<file path="config.mk">
export PLATFORM = sky130hd
export DESIGN_NAME = dm_countdown_timer
export DESIGN_NICKNAME = d
export VERILOG_FILES = /design/src/rtl/tmr_pkg.sv /design/src/rtl/tmr_tick_sel.sv /design/src/rtl/tmr_event_eval.sv /design/src/rtl/tmr_count_core.sv /design/src/rtl/dm_countdown_timer.sv
export SDC_FILE = /design/constraint.sdc
export NUM_CORES = 1
export LEC_CHECK = 0
export BUFFER_PORTS_ARGS = -buffer_cell sky130_fd_sc_hd__buf_2
export CAP_MARGIN = 20
export CORE_MARGIN = 5
export CORE_UTILIZATION = 40
export DETAILED_ROUTE_END_ITERATION = 7
export PLACE_DENSITY_LB_ADDON = 0.15
export SYNTH_ARGS = -nofsm -noshare
export SYNTH_HDL_FRONTEND = slang
export SYNTH_SLANG_ARGS = --single-unit
</file>
<file path="constraint.sdc">
create_clock -name clk -period 3.3 [get_ports clk]
set_input_delay 0.165 -clock clk [delete_from_list [all_inputs] [get_ports clk]]
set_output_delay 0.165 -clock clk [all_outputs]
set_load 0.01 [all_outputs]
</file>
<file path="src/rtl/tmr_pkg.sv">
package tmr_pkg;
  localparam int NUM_MATCH = 2;
  typedef enum logic [1:0] {
    SEL_COUNT   = 2'd0,
    SEL_RELOAD  = 2'd1,
    SEL_MATCH_A = 2'd2,
    SEL_MATCH_B = 2'd3
  } tmr_sel_e;
endpackage

</file>
<file path="src/rtl/tmr_tick_sel.sv">
module tmr_tick_sel (
  input  logic ext_sel,
  input  logic ext_tick,
  output logic tick
);
  // bus-clock source means a tick in every cycle
  assign tick = ext_sel ? ext_tick : 1'b1;
endmodule

</file>
<file path="src/rtl/tmr_event_eval.sv">
module tmr_event_eval #(
  parameter int CNT_W = 32,
  parameter int NM    = 2
) (
  input  logic [CNT_W-1:0]        probe,
  input  logic [CNT_W-1:0]        reload,
  input  logic [NM-1:0][CNT_W-1:0] match,
  input  logic                    ovf_en,
  output logic                    hit
);
  logic [NM-1:0] m_hit;
  logic [NM-1:0] m_zero;

  genvar gi;
  generate
    for (gi = 0; gi < NM; gi++) begin : g_cmp
      logic [CNT_W-1:0] eff;
      // out-of-range compare collapses onto the zero point
      assign eff        = (match[gi] < reload) ? match[gi] : '0;
      assign m_hit[gi]  = (probe != '0) && (probe == eff);
      assign m_zero[gi] = (match[gi] == '0);
    end
  endgenerate

  assign hit = (probe == '0) ? (ovf_en | (|m_zero)) : (|m_hit);
endmodule

</file>
<file path="src/rtl/tmr_count_core.sv">
module tmr_count_core #(
  parameter int CNT_W = 32
) (
  input  logic             clk,
  input  logic             rst,
  input  logic             tick,
  input  logic             run_en,
  input  logic [CNT_W-1:0] reload,
  input  logic             ld_now,
  input  logic [CNT_W-1:0] ld_data,
  input  logic             kick,
  output logic [CNT_W-1:0] cnt,
  output logic             step,
  output logic [CNT_W-1:0] step_val
);
  logic run_q;
  logic pend;
  logic rise;
  logic want_now;

  assign rise     = run_en & ~run_q;
  assign want_now = pend | rise;
  assign step     = run_en & ~ld_now & tick & ~want_now & (cnt != '0);
  assign step_val = cnt - 1'b1;

  always_ff @(posedge clk) begin
    if (rst) begin
      cnt   <= '0;
      run_q <= 1'b0;
      pend  <= 1'b0;
    end else begin
      run_q <= run_en;
      if (!run_en) begin
        pend <= 1'b0;
      end else if (ld_now) begin
        cnt  <= ld_data;
        pend <= kick;
      end else begin
        pend <= (want_now & ~tick) | kick;
        if (tick) cnt <= (want_now || cnt == '0) ? reload : step_val;
      end
    end
  end

  // a plain step lowers the count by exactly one
  a_r1_step_down: assert property (@(posedge clk) disable iff (rst)
    step |=> (cnt == $past(cnt) - 1'b1));
  // stopped channel keeps its count
  a_r8_hold: assert property (@(posedge clk) disable iff (rst)
    !run_en |=> $stable(cnt));
  // first tick after start loads the reload value
  a_r10_start_load: assert property (@(posedge clk) disable iff (rst)
    (run_en && !run_q && tick && !ld_now) |=> (cnt == $past(reload)));
endmodule

</file>
<file path="src/rtl/dm_countdown_timer.sv">
module dm_countdown_timer #(
  parameter int CNT_W = 32
) (
  input  logic             clk,
  input  logic             rst,
  input  logic             ext_tick,
  input  logic             run_en,
  input  logic             ext_sel,
  input  logic             irq_ovf_en,
  input  logic             wr_en,
  input  logic [1:0]       wr_sel,
  input  logic [CNT_W-1:0] wr_data,
  input  logic [1:0]       rd_sel,
  output logic [CNT_W-1:0] rd_data,
  output logic             irq_o
);
  import tmr_pkg::*;

  logic [CNT_W-1:0]               reload_q;
  logic [NUM_MATCH-1:0][CNT_W-1:0] match_q;
  logic [CNT_W-1:0]               cnt;
  logic [CNT_W-1:0]               step_val;
  logic                           step;
  logic                           hit;
  logic                           tick;
  logic                           ld_now;
  logic                           kick;
  tmr_sel_e                       wsel;
  tmr_sel_e                       rsel;

  assign wsel   = tmr_sel_e'(wr_sel);
  assign rsel   = tmr_sel_e'(rd_sel);
  assign ld_now = wr_en && (wsel == SEL_COUNT) && run_en;
  assign kick   = wr_en && (wsel == SEL_RELOAD) && run_en &&
                  (reload_q == '0) && (wr_data != '0);

  tmr_tick_sel u_tick (
    .ext_sel  (ext_sel),
    .ext_tick (ext_tick),
    .tick     (tick)
  );

  tmr_count_core #(.CNT_W(CNT_W)) u_core (
    .clk      (clk),
    .rst      (rst),
    .tick     (tick),
    .run_en   (run_en),
    .reload   (reload_q),
    .ld_now   (ld_now),
    .ld_data  (wr_data),
    .kick     (kick),
    .cnt      (cnt),
    .step     (step),
    .step_val (step_val)
  );

  tmr_event_eval #(.CNT_W(CNT_W), .NM(NUM_MATCH)) u_eval (
    .probe  (step_val),
    .reload (reload_q),
    .match  (match_q),
    .ovf_en (irq_ovf_en),
    .hit    (hit)
  );

  always_ff @(posedge clk) begin
    if (rst) reload_q <= '0;
    else if (wr_en && wsel == SEL_RELOAD) reload_q <= wr_data;
  end

  genvar gm;
  generate
    for (gm = 0; gm < NUM_MATCH; gm++) begin : g_match
      always_ff @(posedge clk) begin
        if (rst) match_q[gm] <= '0;
        else if (wr_en && wr_sel[1] && (int'(wr_sel[0]) == gm)) match_q[gm] <= wr_data;
      end
    end
  endgenerate

  always_ff @(posedge clk) begin
    if (rst) irq_o <= 1'b0;
    else if (step && hit) irq_o <= ~irq_o;
  end

  always_ff @(posedge clk) begin
    if (rst) rd_data <= '0;
    else begin
      case (rsel)
        SEL_COUNT:   rd_data <= run_en ? cnt : '0;
        SEL_RELOAD:  rd_data <= reload_q;
        SEL_MATCH_A: rd_data <= match_q[0];
        default:     rd_data <= match_q[1];
      endcase
    end
  end

  // no event, no change of level
  a_r6_quiet: assert property (@(posedge clk) disable iff (rst)
    !(step && hit) |=> $stable(irq_o));
  // count reads zero while stopped
  a_r9_rd_stopped: assert property (@(posedge clk) disable iff (rst)
    (rd_sel == 2'd0 && !run_en) |=> (rd_data == '0));
  // a count write while running takes effect next edge
  a_r7_count_wr: assert property (@(posedge clk) disable iff (rst)
    ld_now |=> (cnt == $past(wr_data)));
endmodule

</file>
==> impl_metrics.tcl <==
set metrics [dict create \
    via_count 12843 \
    hold_depth 3 \
    post_synth.cell_area_avg_um2 7.63 \
    worstHoldStart "wr_data[1]" \
    portBuffers 75 \
    max_cap_violations 0 \
    ys_seq_elements 163 \
    h-tree-depth 4 \
    yosysWarnings 0 \
    cts_buffers 17 \
    final_common_cell "buf_4" \
    critPathMaxFanout 3 \
    fmax_mhz 273 \
    violations "DRC, setup timing" \
    p_leak_nw 6.28 \
    fp.dieH_um 178 \
    grtUsageMet3_pct 6.54 \
    globalplace.congestion 1.04 \
    die_area_um2 31500 \
    required_ns 3.62 \
    r2r_start "reload_q[20]$_SDFFE_PP0P_" \
    grtUsageMet1_pct 43.9 \
    overflow 0 \
    use_met2_pct 50.4 \
    setup_slack_ns -0.365 \
    rr_endpoint "irq_o$_SDFFE_PP0P_" \
    layout_common_cells "298 x buf_4, 277 x nand2_1, 153 x dfxtp_1" \
    pin_count 76 \
    finalPower_mw 8.14 \
    cts_sinks 163 \
    reg2reg_slack_ns -0.37 \
    whs_ns 0.0187 \
    clockBufferDepth 2 \
    dr.pass1.iters 8 \
    yosysSeqAreaShare_pct 29.1 \
    period_needed_ns 3.67 \
    final_antenna_net_count 0 \
    syn_area_um2 11200 \
    final_core_util_pct 55.1 \
    cp-start-kind "register" \
    drtIter0Drc 1352 \
    wirelength_um 51800 \
    setup_viol 1 \
    die-width_um 178 \
    synthArstFlopShare_pct 0 \
    clock_skew_ns 0.0184 \
    slew_headroom_pct 36.8 \
    critPathMaxStageDelay_ns 0.50 \
    core_area_um2 27800 \
    syn-num-nets 1581 \
    status "finished with violations" \
    syn2layout_area_growth_pct 36.2 \
    fin_setup_tns_ns -0.365 \
    clock_latency_ns 0.45 \
    reg2regPathDepth 14 \
    post_drt_wl_per_cell_um 23.8 \
    slowest_stage "or4_1" \
    path_clk_slew_ns 0.08 \
    antenna_found_initial 2 \
    grt_max_degree 82 \
    routed_via_density 5.90 \
    synth-edff-count 0 \
    worst-slew-pin-transition_ns 0.948 \
    hold_viol 0 \
    ys.flop_type "dfxtp_1" \
    ir_drop_mv 0.293 \
    diodes 0 \
    path_class "register to register" \
    final.period_utilization_pct 111 \
    nNetsFinal 1894 \
    dp_slack_ns -0.775 \
    min_path_type "primary input to register" \
    critPathArrivalTime_ns 3.98 \
    rows 61 \
    synthCells 1473 \
    critPathCaptureType "register" \
    slew_violations 0 \
    crit_start "reload_q[20]$_SDFFE_PP0P_" \
    grt_pass1_vias 12210 \
    drive_gt1_share_pct 28.7 \
    p_per_area_nw_per_um2 532 \
    tritoncts "built" \
    remaining_drc_errors 3 \
    initial_core_util_pct 40.4 \
    grt_usage_pct 32.5 \
    cts_root_buffer "clkbuf_16" \
    path_cells "inv_1 > buf_4 > ha_1 > nand4_1 > nor3_1 > a221o_1 > o21bai_4 > or4_1 > a21o_1 > a2111o_1 > nor4_2 > o21a_1 > o21ai_1 > nor3b_2" \
    yosysUniqueCellTypes 78 \
    min_to "reload_q[1]$_SDFFE_PP0P_" \
    grt_pass1_wl_um 76300 \
    rsz0062_at_grt "true" \
    hpwlAfterDp_um 39900 \
    grt.busiest_layer "met2" \
]
[per-layer routing]
layer  share of wire (%)  vias up
li1                    -     6009
met2                  44      573
met4                 4.1        6
met5                0.13        -
met3                 8.4       97
met1                  43     6158
[cell families after synthesis]
family | after synthesis | share of synthesized area (%)
compound gates | 388 | 23.2
xor+xnor | 60 | 5.87
fa+ha+maj | 65 | 7.24
buf+inv | 152 | 5.19
flops | 163 | 29.1
mux | 34 | 3.03
simple gates | 611 | 26.4
[registers in the layout, summed over array words and instances (netlist names)]
signal        flops
match_q          64
rd_data          32
reload_q         32
u_core.cnt       32
irq_o             1
u_core.pend       1
u_core.run_q      1
[layout make-up]
cell class	count	area, µm²
clock inverters	14	156
clock buffers	18	439
inverters	47	176
flip-flops and latches	163	3280
well taps	378	473
fillers	2691	12500
repair buffers	398	2970
multi-input cells	1159	7810
[worst max-delay path by stage]
| stage | cells past startpoint | slack (ns) | end |
|---|---|---|---|
| after CTS | 12 | -0.29 | irq_o$_SDFFE_PP0P_ |
| final | 14 | -0.37 | irq_o$_SDFFE_PP0P_ |
| after detailed placement | 14 | -0.77 | irq_o$_SDFFE_PP0P_ |
| after global placement | 14 | -0.68 | irq_o$_SDFFE_PP0P_ |
| after floorplan | 15 | 0.003 | irq_o$_SDFFE_PP0P_ |
| after global routing | 14 | -0.53 | irq_o$_SDFFE_PP0P_ |
[synth_stat cells, drive strengths merged, types with 3 or more instances]
cell type	instances	share of area (%)
a211o	4	0.31
a211oi	71	4.7
dfxtp	163	29
a21boi	11	0.74
a32o	3	0.27
o31ai	8	0.53
or3	9	0.50
nor4b	7	0.55
o22ai	5	0.28
o311a	4	0.36
nand3b	8	0.53
nor2	123	4.1
a222oi	31	2.8
o21a	8	0.53
nand3	20	0.89
a32oi	4	0.31
o2bb2ai	6	0.47
a21oi	152	6.8
xnor3	7	1.4
nor2b	7	0.39
xnor2	33	2.6
nand2	277	9.3
mux2i	34	3.0
o311ai	8	0.62
nor3b	10	0.71
and3	6	0.33
or4b	5	0.45
and2	3	0.17
ha	65	7.2
nand2b	5	0.28
nand4b	14	1.1
xor2	18	1.5
nand4	30	1.7
clkbuf	98	3.3
a31oi	4	0.22
nor4	28	1.9
inv	47	1.6
or2	15	0.84
buf	7	0.35
nor3	26	1.3
a2111o	3	0.30
o21ai	37	1.6
o2111ai	3	0.23
or4	12	0.84
[stage by stage]
step	cell area [µm²]	std cells
floorplan	11400	1473
global placement	14200	2119
detailed placement	14200	2119
CTS	15200	2172
global route	15300	2177
finish	15300	2177
[report_power, final]
part,internal (mW),switching [mW],total (mW)
logic,1.72,2.16,3.88
clock network,1.10,1.02,2.12
registers,2.07,0.0768,2.14
total,4.89,3.25,8.14
[what timing repair did]
item                       4_1_cts  5_1_grt
resized for setup               48       15
cloned                           1        0
pin swaps                       24       14
hold buffers                    12        0
buffers inserted                 8        6
hold endpoints to repair        23        0
setup endpoints to repair        1        2
[worst max-delay path: cells and delay by family (launching register included)]
family	cells	cell delay [ns]
buffers and inverters	2	0.20
AND/OR/NAND/NOR	5	1.29
AO/OA/AOI/OAI	6	1.41
adder cells (fa/ha/maj)	1	0.28
flip-flops	1	0.34
(Power assumes the default switching activity.)
